[config.mk]
export PLATFORM = sky130hd
export DESIGN_NAME = serial_edge_events
export DESIGN_NICKNAME = d
export VERILOG_FILES = /design/src/rtl/sgev_pkg.sv /design/src/rtl/sgev_bank.sv /design/src/rtl/serial_edge_events.sv
export SDC_FILE = /design/constraint.sdc
export NUM_CORES = 1
export LEC_CHECK = 0
export ABC_CLOCK_PERIOD_IN_PS = 3400
export BUFFER_PORTS_ARGS = -buffer_cell sky130_fd_sc_hd__buf_2
export CAP_MARGIN = 25
export CORE_UTILIZATION = 30
export CTS_CLUSTER_DIAMETER = 60
export DETAILED_ROUTE_END_ITERATION = 8
export SETUP_SLACK_MARGIN = 0.3
export SYNTH_ARGS = -nofsm -noshare
export SYNTH_HDL_FRONTEND = slang
export SYNTH_SLANG_ARGS = --single-unit
[constraint.sdc]
create_clock -name clk -period 3.4 [get_ports clk]
set_clock_uncertainty 0.1 [all_clocks]
set_input_delay 0.68 -clock clk [delete_from_list [all_inputs] [get_ports clk]]
set_output_delay 0.68 -clock clk [all_outputs]
set_load 0.01 [all_outputs]
[src/rtl/sgev_pkg.sv]
package sgev_pkg;
    localparam int BANK_PINS = 8;
    localparam int CFG_W     = 2 * BANK_PINS;
    localparam int CFG_BASE  = 16;   // 0x10, two bytes per bank
    localparam int STS_BASE  = 32;   // 0x20, one byte per bank

    typedef enum logic [1:0] {
        SENSE_OFF  = 2'b00,
        SENSE_RISE = 2'b01,
        SENSE_FALL = 2'b10,
        SENSE_BOTH = 2'b11
    } sense_e;

    typedef struct packed {
        logic [CFG_W-1:0]     cfg;
        logic [BANK_PINS-1:0] sts;
    } bank_state_t;
endpackage

[src/rtl/sgev_bank.sv]
module sgev_bank
    import sgev_pkg::*;
(
    input  logic                 clk,
    input  logic                 rst_n,
    input  logic                 cfg_we,
    input  logic                 sts_we,
    input  logic [CFG_W-1:0]     wdata,
    input  logic                 cmp_en,
    input  logic [BANK_PINS-1:0] prev_bits,
    input  logic [BANK_PINS-1:0] cur_bits,
    output logic [CFG_W-1:0]     cfg_o,
    output logic [BANK_PINS-1:0] sts_o
);
    bank_state_t          state_d, state_q;
    logic [BANK_PINS-1:0] evt;
    logic [BANK_PINS-1:0] clr_mask;

    always_comb begin
        clr_mask = sts_we ? wdata[BANK_PINS-1:0] : '0;
        for (int i = 0; i < BANK_PINS; i++) begin
            sense_e s;
            logic   want_rise, want_fall;
            s         = sense_e'(state_q.cfg[2*i +: 2]);
            want_rise = (s == SENSE_RISE) || (s == SENSE_BOTH);
            want_fall = (s == SENSE_FALL) || (s == SENSE_BOTH);
            evt[i]    = cmp_en && ((want_rise && !prev_bits[i] && cur_bits[i]) ||
                                   (want_fall && prev_bits[i] && !cur_bits[i]));
        end
        state_d     = state_q;
        if (cfg_we) state_d.cfg = wdata;
        // a new edge wins over a clear of the same bit
        state_d.sts = (state_q.sts & ~clr_mask) | evt;
    end

    always_ff @(posedge clk) begin
        if (!rst_n) state_q <= '0;
        else        state_q <= state_d;
    end

    assign cfg_o = state_q.cfg;
    assign sts_o = state_q.sts;

    // set bits not targeted by a clear survive
    p_sticky_r7: assert property (@(posedge clk) disable iff (!rst_n)
        1'b1 |=> ((state_q.sts & $past(state_q.sts & ~clr_mask)) == $past(state_q.sts & ~clr_mask)));

    // edge and clear in the same cycle leaves the bit set
    p_evt_wins_r8: assert property (@(posedge clk) disable iff (!rst_n)
        ((evt & clr_mask) != '0) |=> ((state_q.sts & $past(evt & clr_mask)) == $past(evt & clr_mask)));

    // no status bit rises outside a compare cycle
    p_no_spont_r11: assert property (@(posedge clk) disable iff (!rst_n)
        !cmp_en |=> ((state_q.sts & ~$past(state_q.sts)) == '0));
endmodule

[src/rtl/serial_edge_events.sv]
module serial_edge_events
    import sgev_pkg::*;
#(
    parameter int NUM_BANKS = 8,
    parameter int ADDR_W    = 8
) (
    input  logic                           clk,
    input  logic                           rst_n,
    input  logic                           scan_en,
    input  logic                           scan_done,
    input  logic [NUM_BANKS*BANK_PINS-1:0] scan_bits,
    input  logic                           wr_en,
    input  logic [ADDR_W-1:0]              wr_addr,
    input  logic [CFG_W-1:0]               wr_data,
    input  logic [ADDR_W-1:0]              rd_addr,
    output logic [CFG_W-1:0]               rd_data,
    output logic                           irq
);
    localparam int NUM_IN = NUM_BANKS * BANK_PINS;

    typedef struct packed {
        logic [NUM_IN-1:0] ref_bits;
        logic              ref_ok;
    } ref_state_t;

    ref_state_t           ref_d, ref_q;
    logic                 cmp_en;
    logic [CFG_W-1:0]     cfg_b [NUM_BANKS];
    logic [BANK_PINS-1:0] sts_b [NUM_BANKS];
    logic [NUM_IN-1:0]    sts_all;

    always_comb begin
        ref_d = ref_q;
        if (!scan_en) begin
            ref_d.ref_ok = 1'b0;
        end else if (scan_done) begin
            ref_d.ref_bits = scan_bits;
            ref_d.ref_ok   = 1'b1;
        end
    end

    always_ff @(posedge clk) begin
        if (!rst_n) ref_q <= '0;
        else        ref_q <= ref_d;
    end

    assign cmp_en = scan_en && scan_done && ref_q.ref_ok;

    for (genvar b = 0; b < NUM_BANKS; b++) begin : g_bank
        localparam logic [ADDR_W-1:0] CFG_A = ADDR_W'(CFG_BASE + 2*b);
        localparam logic [ADDR_W-1:0] STS_A = ADDR_W'(STS_BASE + b);
        sgev_bank u_bank (
            .clk       (clk),
            .rst_n     (rst_n),
            .cfg_we    (wr_en && (wr_addr == CFG_A)),
            .sts_we    (wr_en && (wr_addr == STS_A)),
            .wdata     (wr_data),
            .cmp_en    (cmp_en),
            .prev_bits (ref_q.ref_bits[b*BANK_PINS +: BANK_PINS]),
            .cur_bits  (scan_bits[b*BANK_PINS +: BANK_PINS]),
            .cfg_o     (cfg_b[b]),
            .sts_o     (sts_b[b])
        );
    end

    always_comb begin
        rd_data = '0;
        for (int b = 0; b < NUM_BANKS; b++) begin
            sts_all[b*BANK_PINS +: BANK_PINS] = sts_b[b];
            if (rd_addr == ADDR_W'(CFG_BASE + 2*b)) rd_data = cfg_b[b];
            if (rd_addr == ADDR_W'(STS_BASE + b))   rd_data = {{(CFG_W-BANK_PINS){1'b0}}, sts_b[b]};
        end
    end

    assign irq = |sts_all;

    // the reference-loading sample raises nothing
    p_first_ref_r6: assert property (@(posedge clk) disable iff (!rst_n)
        (scan_en && scan_done && !ref_q.ref_ok) |=> ((sts_all & ~$past(sts_all)) == '0));

    // no events while the scan is disabled
    p_idle_r6: assert property (@(posedge clk) disable iff (!rst_n)
        !scan_en |=> ((sts_all & ~$past(sts_all)) == '0));

    // the interrupt only drops after a clearing write
    p_irq_fall_r9: assert property (@(posedge clk) disable iff (!rst_n)
        $fell(irq) |-> $past(wr_en));
endmodule

Word-level counts from Yosys, hierarchy flattened
Index checks and enable logic that the tools add are counted.
- bits in registers: 257
- latch bits: 0
- bits in writable memories: 0
- memory bits (read-only): 0
- input port bits: 101
- output and inout port bits: 17
- word-level logic and storage cells: 951
- memories kept: 0
- add/subtract/negate cells: 0
- $mul: 0
- div/mod/pow operators: 0
- $lt $le $gt $ge: 0
- equal/unequal tests: 224
- shift operators: 0
- multiplexer cells: 24
- bitwise gates (word level): 24
- reductions and logical operators: 661
- operator list (kind ; number):
    1-bit logical AND ; 338
    2-bit equality test, second input constant ; 128
    16-bit two-way mux ; 16
    1-bit logical OR ; 192
    2-bit by 1-bit equality test with 1-bit output, second input constant ; 64
    8-bit by 5-bit equality test with 1-bit output, second input constant ; 16
    8-bit by 6-bit equality test with 1-bit output, second input constant ; 16
    1-bit zero test ; 128
    8-bit bitwise AND ; 8
    8-bit two-way mux ; 8
    8-bit NOT ; 8
    8-bit bitwise OR ; 8
    64-bit OR reduction ; 1
    2-bit AND reduction ; 2

Depth between registers and ports, before layout
Gate-level depths: netlist (run 1).
- word-level depth: 17
- mapped depth: 8
- mapped depth without buffers: 6

Modules after synthesis
Synthesis (run 1) repeated with hierarchy kept, for this count alone.
- cell total of the unflattened synthesis: 1420
- area, all modules: 13380.3 um2
- by module, submodules not included (module ; times used ; cells each ; area an instance (um2) ; sequential area each (um2)):
    sgev_bank ; 8 ; 93 ; 1068.5 ; 480.5
    serial_edge_events ; 1 ; 676 ; 4832.1 ; 1301.2

Least setup slack after synthesis (run 1)
OpenSTA, ideal clock, no wires.
- kind: input to output
- start: input rd_addr[2]
- end: output rd_data[5]
- arrival: 2.306 ns
- data required time: 2.620 ns
- slack: 0.314 ns
- stages: 8
- buffers on the path: 2
- cell sequence: buf_2 -> nor4_2 -> and3_1 -> buf_2 -> nand2_1 -> a32o_1 -> a41o_1 -> a32oi_1
- word-level cells in the longest chain between the ends: 17
- elaborated cells between the ends (all ways): 32
- those cells by class: 16 x eq/ne; 16 x mux
- ends and longest elaborated chain (what ; line ; text):
    start, declared ; serial_edge_events.sv:15 ; input logic [ADDR_W-1:0] rd_addr,
    8-bit by 5-bit equality test with 1-bit output ; serial_edge_events.sv:70 ; if (rd_addr == ADDR_W'(CFG_BASE + 2*b)) rd_data = cfg_b[b];
    16-bit two-way mux ; serial_edge_events.sv:70 ;
    16-bit two-way mux ; serial_edge_events.sv:71 ; if (rd_addr == ADDR_W'(STS_BASE + b)) rd_data = {{(CFG_W-BANK_PINS){1'b0}}, sts_b[b]};
    16-bit two-way mux ; serial_edge_events.sv:70 ;
    16-bit two-way mux ; serial_edge_events.sv:71 ;
    16-bit two-way mux ; serial_edge_events.sv:70 ;
    16-bit two-way mux ; serial_edge_events.sv:71 ;
    16-bit two-way mux ; serial_edge_events.sv:70 ;
    16-bit two-way mux ; serial_edge_events.sv:71 ;
    16-bit two-way mux ; serial_edge_events.sv:70 ;
    16-bit two-way mux ; serial_edge_events.sv:71 ;
    16-bit two-way mux ; serial_edge_events.sv:70 ;
    16-bit two-way mux ; serial_edge_events.sv:71 ;
    16-bit two-way mux ; serial_edge_events.sv:70 ;
    16-bit two-way mux ; serial_edge_events.sv:71 ;
    16-bit two-way mux ; serial_edge_events.sv:70 ;
    16-bit two-way mux * ; serial_edge_events.sv:71 ;
    end, declared ; serial_edge_events.sv:16 ; output logic [CFG_W-1:0] rd_data,
Every way passes the cells marked *; elsewhere a longest branch is shown, timed or not.

Worst setup path in the final report (run 1)
- start: input rd_addr[7]
- end: output rd_data[7]
The elaborated chain is that of the path after synthesis.

==> run summary, run 1 <==
Outcome: completed
Top post-synthesis cells by area: dfxtp_1 (39%), nand2_1 (12%), mux2i_1 (8.9%)
Core Region: 0.0431 sq mm
CTS root buffer: clkbuf_16
Port Buffers: 117
CTS Buffer Depth: 3
Clock slew at reported path FFs: 70 ps
Remaining Overflow, GRT: 0
Fillers: 4,431
Slew HR: 47.6%
Area of the multi-input gates: 0.00779 sq mm
H-tree Lvls: 1
Num rows: 76
Total chip power: 6.53 mW
Leak: 5.85 nW
Clock Sink Count: 257
CTS tree: done
Final setup fails: 0
HP Class: input pin to flip-flop
Final setup TNS: 0 ps
Hold_buf cts: 0
Vias per inst: 5.30
Final Util: 37.1%
Post-Syn Nets: 1,709
Layout Area Growth over Synthesis: 22.2%
Largest area contributor in the netlist: dfxtp_1
DIE AREA: 0.0444 sq mm
First-pass GRT wire length: 74,300 microns
Final layout net count: 1,826
Commonest cells in the synthesized netlist: nand2_1 (401), dfxtp_1 (257), nor2b_1 (152)
Antenna-violating nets left: 0
Total Wirelength: 50,000 microns
Register area share after synthesis: 39.3%
Post-layout min period: 3400 ps
Async set-reset flop share out of synthesis: 0%
Req. time, crit path: 2620 ps
Maximum vdd drop: 0.350 mV
Ys flop type: dfxtp_1
Peak Freq: 294 MHz
DRC Markers: 0
Placer Congestion: 0.921
Hpwl dp: 36,600 microns
Top cell type's share of synthesized area: 39.3%
FF+latch count, synth: 257
Yosys warns: 0
Crit Path Max Fanout: 5
Gate Count Post-Synth: 1,608
Final Slew Violations: 0
Register area: 0.00514 sq mm
Avg Inst Size Synth: 8.13 sq um
Final Cycle Share: 100%
RSZ-0062 raised after global routing: true
Kind of critical path: input pin to output port
Initial core utilization: 30.4%
DRT Pass-1 Iters: 5
Slew @ Worst Pin: 786 ps
Initial antenna violation count: 1
EDFF count, synth: 0
Clock buffer count from CTS: 28
Post-synthesis cell type count: 64
Starting DRT DRC Count: 1,159
Insertion delay to the later sink of the worst-skew pair: 580 ps
Largest net degree at the start of global routing: 110
Final hold vios: 0
GRT Overall Usage: 22.1%
Die boundary height: 211 microns
Worst setup EP type: output port
Synth Cell Area: 0.0131 sq mm
Max_cap viols: 0
CP arrival: 2620 ps
Share of layout cells above drive strength 1: 17.5%
WHS: 266 ps
Pwr/cell area: 409 mW/mm^2
Worst Setup Slack, final: 0.929 ps
Routed WL per cell: 21.4 microns
Via count: 12,300
DP Worst Slack: -73.3 ps
Worst setup SP type: input pin
Die width: 211 microns
IO Pins: 118
Vias in the first global route: 11,700
Most common cell in the netlist: nand2_1
final timing paths:
path | to | slack [ps] | depth (start not counted) | start
worst min register to register | ref_q[44] | 380 | 2 | ref_q[44]
worst max-delay path | rd_data[7] | 0.9 | 10 | rd_addr[7]
worst max register to register | g_bank[0].u_bank.sts_o[1] | 1690 | 4 | ref_q[0]
worst min-delay path | ref_q[25] | 270 | 3 | scan_bits[24]
registers in the layout, summed over array words and instances, names as in the netlist:
name / count
g_bank.u_bank.cfg_o: 128
ref_q: 65
g_bank.u_bank.sts_o: 64
what timing repair did:
action                                  in CTS  in global routing
resized for setup                           41                 43
endpoints found under the setup margin      17                 17
buffers inserted                             6                  0
cloned                                       1                  0
pin swaps                                   21                 23
hold endpoints to repair                     0                  0
where the power goes:
group          internal (mW)  switching (mW)
combinational          0.190           0.308
sequential              3.05          0.0249
clock                   1.66            1.30
area by class of cell:
type	count	area share, %
Multi-Input combinational cell	1237	48.8
Timing Repair Buffer	199	8.89
Clock buffer	43	5.11
Tap cell	585	4.58
Antenna cell	1	0.0157
Clock inverter	7	0.376
Inverter	2	0.0470
Sequential cell	257	32.2
through the flow:
stage	instance area (sq um)	instances
floorplan	13100	1608
global placement	14600	2273
detailed placement	14600	2273
CTS	15800	2330
global route	16000	2331
finish	16000	2331
cell families (layout without fill, tap and decap cells):
| kind of cell | Yosys count | in the layout | share of synthesized area, % |
|---|---|---|---|
| other | 0 | 1 | 0 |
| buffers and inverters | 115 | 251 | 3.55 |
| AOI/OAI and AO/OA | 371 | 371 | 19.9 |
| and+or+nand+nor | 747 | 748 | 28.2 |
| muxes | 118 | 118 | 9.05 |
| DFF | 257 | 257 | 39.3 |
critical path, cell delays in order:
cell	delay, ps
buf_6	100
or4_4	530
buf_6	150
buf_6	120
nor2_4	190
a22o_1	170
a22oi_2	50
a31oi_2	250
a221o_1	210
buf_2	150
metal layers:
layer	vias up	wire, microns	global-route usage [%]
met4	0	1230	5.75
met2	390	23300	36.9
met1	5996	22600	29.8
li1	5881	-	-
met3	76	2830	3.15
met5	-	0	0
placed cells by master (no fill, tap or decap), drive strengths merged, types with 3 or more instances in the layout:
cell type    n
a21oi       16
a31oi        5
a221o        6
nand3       22
o211ai       9
a221oi      15
a22o        12
dfxtp      257
clkinv       5
a21boi     116
a32oi        3
and3         6
nor2        38
nand3b      66
nor4        18
and3b        3
or4          3
clkbuf      45
a22oi       59
nand2      401
buf        197
nor3        14
o221ai       7
o2bb2ai      7
nand4        8
o21ai       91
inv          4
nor2b      152
nand2b       7
mux2i      116
o22ai       11
(Power assumes the default switching activity.)
==> run 2, diff against run 1 <==
--- a/config.mk
+++ b/config.mk
@@ -8,6 +8,7 @@
 export ABC_CLOCK_PERIOD_IN_PS = 3400
 export BUFFER_PORTS_ARGS = -buffer_cell sky130_fd_sc_hd__buf_2
 export CAP_MARGIN = 25
+export CORE_MARGIN = 2
 export CORE_UTILIZATION = 30
 export CTS_CLUSTER_DIAMETER = 60
 export DETAILED_ROUTE_END_ITERATION = 8
==> constraint.sdc (replaced) <==
create_clock -name clk -period 3.4 [get_ports clk]
set_clock_uncertainty 0.1 [all_clocks]
set_input_delay 0.68 -clock clk [delete_from_list [all_inputs] [get_ports clk]]
set_output_delay 0.68 -clock clk [all_outputs]
set_load 0.02 [all_outputs]
==> run 2 against run 1 <==
Net effect: the run now ends with negative setup slack left; hold slack better by 5.0 ps; die area is 1.9% higher; setup slack worse by 29 ps; critical path type unchanged; largest cell class unchanged; largest power group is now the clock network.
==> run summary, run 2 (same netlist as run 1, synthesis figures left out) <==
Layout Area Growth over Synthesis: 24.4%
IO Pins: 118 (unchanged)
Gr busiest metal: met2
Hold_buf cts: 0 (unchanged)
Final setup fails: 2 (+2)
DRT Pass-1 Iters: 7 (+2)
Commonest non-fill, non-tap cell in the layout: nand2_1
DRC Markers: 0 (unchanged)
Total chip power: 6.74 mW (+3.2%)
Final hold vios: 0 (unchanged)
CP arrival: 2650 ps (+30 ps)
Vias per inst: 5.26 (-0.59%)
Crit Path Max Fanout: 5 (unchanged)
Remaining Overflow, GRT: 0 (unchanged)
Leak: 5.96 nW (+2.0%)
Largest net degree at the start of global routing: 119 (+8.2%)
Final setup TNS: -37.7 ps (-37.7 ps)
Die boundary height: 213 microns (+0.95%)
Hold Crit Start: scan_done
Kind of critical path: input pin to output port
Max_cap viols: 0 (unchanged)
CTS root buffer: clkbuf_16
Final layout net count: 1,832 (+0.33%)
Vias in the first global route: 11,700 (+0.017%)
Maximum vdd drop: 0.363 mV (+3.6%)
Slew HR: 39.3% (-8.3 points)
Outcome: finished, violations left
Port Buffers: 117 (unchanged)
Post-layout min period: 3430 ps (+29.5 ps)
Clock buffer count from CTS: 29 (+3.6%)
DP Cell Count: 2,280 (+0.31%)
Num rows: 76 (unchanged)
Pwr/cell area: 415 mW/mm^2 (+1.4%)
GRT Overall Usage: 22.0% (-0.14 points)
Die width: 213 microns (+0.95%)
GR Util met3: 2.41% (-0.74 points)
Core Region: 0.0431 sq mm (unchanged)
Failing checks: negative setup slack
Met1 GRT Util: 30.9% (+1.1 points)
Commonest non-fill, non-tap cells in the layout: nand2_1 (391), dfxtp_1 (257), nor2b_1 (152), mux2i_1 (115), buf_2 (97)
M2 GR Usage: 36.3% (-0.63 points)
Worst Setup Slack, final: -28.6 ps (-29.5 ps)
Hpwl dp: 36,400 microns (-0.68%)
CTS Buffer Depth: 3 (unchanged)
CTS tree: done
Slew @ Worst Pin: 910 ps (+124 ps)
Final Cycle Share: 101% (+0.87 points)
Reg-to-Reg Start: ref_q[0]
Clock slew at reported path FFs: 60 ps (about the same)
Antenna-violating nets left: 0 (unchanged)
Total Wirelength: 50,000 microns (about the same)
Req. time, crit path: 2620 ps (about the same)
Starting DRT DRC Count: 1,095 (-5.5%)
DP Area: 0.0146 sq mm (+0.20%)
Worst setup SP type: input pin
Fillers: 4,329 (-2.3%)
CP Launch Point: rd_addr[3]
Routed WL per cell: 21.4 microns (-0.34%)
R2R Setup Slk: 1710 ps (+20 ps)
Peak Freq: 292 MHz (-0.86%)
Initial antenna violation count: 1 (unchanged)
Worst setup EP type: output port
Placer Congestion: 0.913 (-0.81%)
DIE AREA: 0.0453 sq mm (+1.9%)
Non-Filler Instances: 2,340 (+0.39%)
Via count: 12,300 (-0.21%)
H-tree Lvls: 1 (unchanged)
Initial core utilization: 30.4% (unchanged)
RSZ-0062 raised after global routing: true
Clock Sink Count: 257 (unchanged)
Post-route design area: 0.0163 sq mm (+1.8%)
Final Slew Violations: 0 (unchanged)
First-pass GRT wire length: 75,100 microns (+1.1%)
Share of layout cells above drive strength 1: 19.0% (+1.5 points)
Largest register FFs: 128 (unchanged)
Insertion delay to the later sink of the worst-skew pair: 570 ps (about the same)
HP Class: input pin to flip-flop
==> run 2: cell types whose count changed in the layout (fill, tap and decap cells not counted), moves of 4 or more <==
cell      before  now
nor4_2         1    5
nor2_1        34   30
o221ai_2       6    2
buf_4         65   76
o21ai_4        0    4
o221ai_4       0    4
buf_2        107   97
buf_6         13   21
==> run 2: power by group <==
part / leakage, nW / switching, mW / internal, mW
logic: 3.42 / 0.310 / 0.193
clock network: 0.471 / 1.33 / 1.84
registers: 2.08 / 0.0252 / 3.05
==> run 2: path summary, 6_finish.rpt <==
| check | end | cells after the start |
|---|---|---|
| max | rd_data[7] | 10 |
| min reg2reg | ref_q[39] | 2 |
| max reg2reg | g_bank[3].u_bank.sts_o[5] | 4 |
| min | ref_q[0] | 2 |
==> run 2: per-layer routing <==
metal	share of wire, %	up-vias
li1	-	5900
met1	46	5963
met2	47	390
met3	5.0	64
met4	2.0	0
met5	0	-
==> run 2: layout make-up <==
cell class / instances / area, sq um / area share [%]
inverters: 2 / 7.51 / 0.0462
flip-flops and latches: 257 / 5140 / 31.6
well taps: 585 / 732 / 4.50
diodes: 1 / 2.50 / 0.0154
clock inverters: 13 / 133 / 0.816
clock buffers: 41 / 821 / 5.05
repair buffers: 204 / 1480 / 9.12
multi-input cells: 1237 / 7940 / 48.8
==> run 2: worst max-delay path: stages <==
cell and delay [ps]:
buf_8 100, buf_6 110, or4b_4 590, nor2_1 120
buf_4 180, nand2_4 80, o211ai_1 210, a31oi_2 70
a221o_1 350, buf_6 160
==> run 2: timing repair <==
item / in CTS / in global routing
resized for setup: 60 / 77
cloned: 1 / 0
setup buffers: 3 / 1
pin swaps: 19 / 20
setup endpoints to repair: 17 / 17
==> run 2: metrics by stage <==
| stage | util, % | hold WS, ps | setup slack [ps] |
|---|---|---|---|
| 2_1_floorplan | - | 348 | 246 |
| 3_3_place_gp | 34.0 | 359 | -171 |
| 3_5_place_dp | 34.0 | 368 | -181 |
| 4_1_cts | 36.8 | 249 | 7.80 |
| 5_1_grt | 37.7 | 273 | -69.7 |
| 6_report | 37.7 | 271 | -28.6 |
==> run 3, diff against run 2 <==
--- a/config.mk
+++ b/config.mk
@@ -5,7 +5,7 @@
 export SDC_FILE = /design/constraint.sdc
 export NUM_CORES = 1
 export LEC_CHECK = 0
-export ABC_CLOCK_PERIOD_IN_PS = 3400
+export ABC_CLOCK_PERIOD_IN_PS = 3100
 export BUFFER_PORTS_ARGS = -buffer_cell sky130_fd_sc_hd__buf_2
 export CAP_MARGIN = 25
 export CORE_MARGIN = 2
@@ -15,4 +15,5 @@
 export SETUP_SLACK_MARGIN = 0.3
 export SYNTH_ARGS = -nofsm -noshare
 export SYNTH_HDL_FRONTEND = slang
+export SYNTH_HIERARCHICAL = 1
 export SYNTH_SLANG_ARGS = --single-unit
==> constraint.sdc (replaced) <==
create_clock -name clk -period 3.1 [get_ports clk]
set_clock_uncertainty 0.1 [all_clocks]
set_input_delay 0.62 -clock clk [delete_from_list [all_inputs] [get_ports clk]]
set_output_delay 0.62 -clock clk [all_outputs]
set_load 0.02 [all_outputs]
==> run 3 against run 2 <==
Net effect: power grew 12%; global-route usage fell by 0.20 points; setup slack worse by 130 ps; sequential cell count did not move; the run still ends with negative setup slack left; count of clock-buffer cells in the layout increased by 2; die area grew 2.3%; design area rose by 5.3%; clock power up 12%; via count grew 0.68%; sequential share of layout area shrank 1.5 points; combinational power is 27% higher.
==> run summary, run 3 <==
Outcome: finished, violations left
Failing checks: negative setup slack
Kind of critical path: input pin to output port
Clock Sink Count: 257 (unchanged)
RSZ-0062 raised after global routing: true
Pwr/cell area: 440 mW/mm^2 (+6.2%)
Post-synthesis cell type count: 60 (-6.3%)
Worst path slowest cell: o211ai_1
WHS: 219 ps (-52.2 ps)
Top post-synthesis cells by area: dfxtp_1 (38%), mux2i_1 (10%), and4b_1 (9.6%)
Total Wirelength: 52,700 microns (+5.5%)
Most common cell in the netlist: dfxtp_1
Final Cycle Share: 105%
Req. time, crit path: 2380 ps (-240 ps)
Max_cap viols: 0 (unchanged)
Initial core utilization: 30.3% (about the same)
Share of layout cells above drive strength 1: 25.6% (+6.6 points)
Avg Inst Size Synth: 9.42 sq um (+16%)
Commonest non-fill, non-tap cell in the layout: dfxtp_1
H-tree Lvls: 1 (unchanged)
Placer Congestion: 0.965 (+5.7%)
Post-layout min period: 3250 ps
CP arrival: 2530 ps (-120 ps)
Remaining Overflow, GRT: 0 (unchanged)
HP Class: input pin to flip-flop
Largest register FFs: 128 (unchanged)
CTS Buffer Depth: 3 (unchanged)
Register area share after synthesis: 38.5% (-0.90 points)
Port Buffers: 117 (unchanged)
CTS root buffer: clkbuf_16
Leak: 6.40 nW (+7.3%)
Total chip power: 7.54 mW (+12%)
Post-Syn Nets: 1,521 (-11%)
Insertion delay to the later sink of the worst-skew pair: 560 ps (about the same)
EDFF count, synth: 0 (unchanged)
Peak Freq: 307 MHz
R2R Path End: g_bank[3].u_bank/sts_o[3]
Commonest non-fill, non-tap cells in the layout: dfxtp_1 (245), nand2_1 (159), mux2i_1 (135), nor2b_1 (130)
IO Pins: 118 (unchanged)
Reg-to-Reg Start: ref_q[0]
DP Worst Slack: -250 ps (-68.7 ps)
Num rows: 77 (+1.3%)
Worst setup SP type: input pin
Final hold vios: 0 (unchanged)
DIE AREA: 0.0463 sq mm (+2.3%)
DP Area: 0.0153 sq mm (+4.5%)
Cell mode on critical path: buf_4
GRT Overall Usage: 21.8% (-0.20 points)
Clock buffer count from CTS: 31 (+6.9%)
Initial antenna violation count: 2 (+1)
Hold Crit Start: scan_bits[37]
Cell Chain, Critical Path: buf_12, nor4b_4, nand2_4, buf_4, buf_6, nor2_4, a221oi_2, buf_4, o211ai_1, buf_4
Worst setup EP type: output port
Final Util: 38.8% (+1.1 points)
Slew HR: 62.0% (+23 points)
CP Launch Point: rd_addr[3]
Gate Count Post-Synth: 1,420 (-12%)
Crit Path Max Fanout: 14 (+9)
Die width: 215 microns (+1.1%)
Top cell type's share of synthesized area: 38.5% (-0.90 points)
Ant. Diodes: 0 (-1)
Hold EP: ref_q[38]
Ys flop type: dfxtp_1
Die boundary height: 215 microns (+1.1%)
Antenna-violating nets left: 0 (unchanged)
Layout Area Growth over Synthesis: 28.0%
Vias per inst: 5.57 (+5.8%)
First-pass GRT wire length: 77,600 microns (+3.3%)
Yosys warns: 6 (+6)
Slew @ Worst Pin: 570 ps (-340 ps)
Crit path largest cell delay: 420 ps (-170 ps)
Maximum vdd drop: 0.443 mV (+22%)
Clock slew at reported path FFs: 60 ps (about the same)
Worst Setup Slack, final: -154 ps (-126 ps)
Starting DRT DRC Count: 1,139 (+4.0%)
Async set-reset flop share out of synthesis: 0% (unchanged)
DRT Pass-1 Iters: 6 (-1)
Post-route design area: 0.0171 sq mm (+5.3%)
Final layout net count: 1,716 (-6.3%)
Routed WL per cell: 23.7 microns (+11%)
DRC Markers: 0 (unchanged)
Commonest cells in the synthesized netlist: dfxtp_1 (257), nand2_1 (165), mux2i_1 (135)
Largest area contributor in the netlist: dfxtp_1
CTS tree: done
Hpwl dp: 37,700 microns (+3.5%)
WHS Path Cells: 3 (+1)
Final Slew Violations: 0 (unchanged)
FF+latch count, synth: 257 (unchanged)
Vias in the first global route: 11,800 (+0.61%)
Synth Cell Area: 0.0134 sq mm (+2.3%)
Final setup fails: 9 (+7)
R2R Setup Slk: 1300 ps (-410 ps)
Register-to-Register Path Depth: 4 (unchanged)
Via count: 12,400 (+0.68%)
Largest net degree at the start of global routing: 84 (-29%)
Core Region: 0.0441 sq mm (+2.4%)
==> run 3: changes by cell type after synthesis, sizes merged, moves of 21 or more <==
cell and delta:
and4b +128, a22oi -58, nand3b -63, nand2 -236, o21ai -52, clkbuf -27, o31a +69, nor2b -21
a21oi +21
==> run 3: worst max path at each step <==
stage / end
detailed placement: rd_data[2]
finish: rd_data[4]
global route: rd_data[1]
floorplan: rd_data[5]
global placement: rd_data[2]
CTS: rd_data[2]
==> run 3: final cells by class <==
cell class | instances | area (sq um)
flip-flops and latches | 257 | 5170
fillers | 4493 | 27000
repair buffers | 255 | 2010
well taps | 592 | 741
multi-input cells | 1068 | 8210
clock inverters | 10 | 77.6
inverters | 2 | 7.51
clock buffers | 43 | 911
==> run 3: critical path: cells and delay by family <==
kind / cells / cell delay, ps
buffers and inverters: 5 / 800
AO/OA/AOI/OAI: 2 / 460
AND/OR/NAND/NOR: 3 / 650
==> run 3: power breakdown <==
part | total, mW | switching, mW | internal (mW)
clock | 3.53 | 1.48 | 2.05
sequential | 3.37 | 0.0259 | 3.34
combinational | 0.640 | 0.383 | 0.257
==> run 3: repair_timing <==
action / CTS / global route
endpoints found under the hold margin: 0 / 0
hold buffers: 0 / 0
setup endpoints to repair: 17 / 17
gates cloned: 1 / 1
gates resized for setup: 121 / 52
buffers inserted: 12 / 8
pin swaps: 48 / 41
==> run 3: stage by stage <==
stage / setup TNS, ps / cells
final: -930 / 2227
after detailed placement: -2770 / 2152
after global routing: -1360 / 2227
after global placement: -2520 / 2152
after CTS: -953 / 2218
after floorplan: 0 / 1420
==> run 3: cell families after synthesis <==
logic type	after synthesis	synth area share, %
simple gates	562	26.4
mux	143	10.8
buf+inv	96	3.98
flops	257	38.5
compound gates	362	20.4
==> run 3: per-layer routing <==
layer	track usage (%)	vias up	part of all wire (%)
met4	5.59	4	2.4
met1	29.8	6177	45
li1	-	5734	-
met2	35.7	398	46
met5	0	-	0.047
met3	3.44	88	6.2
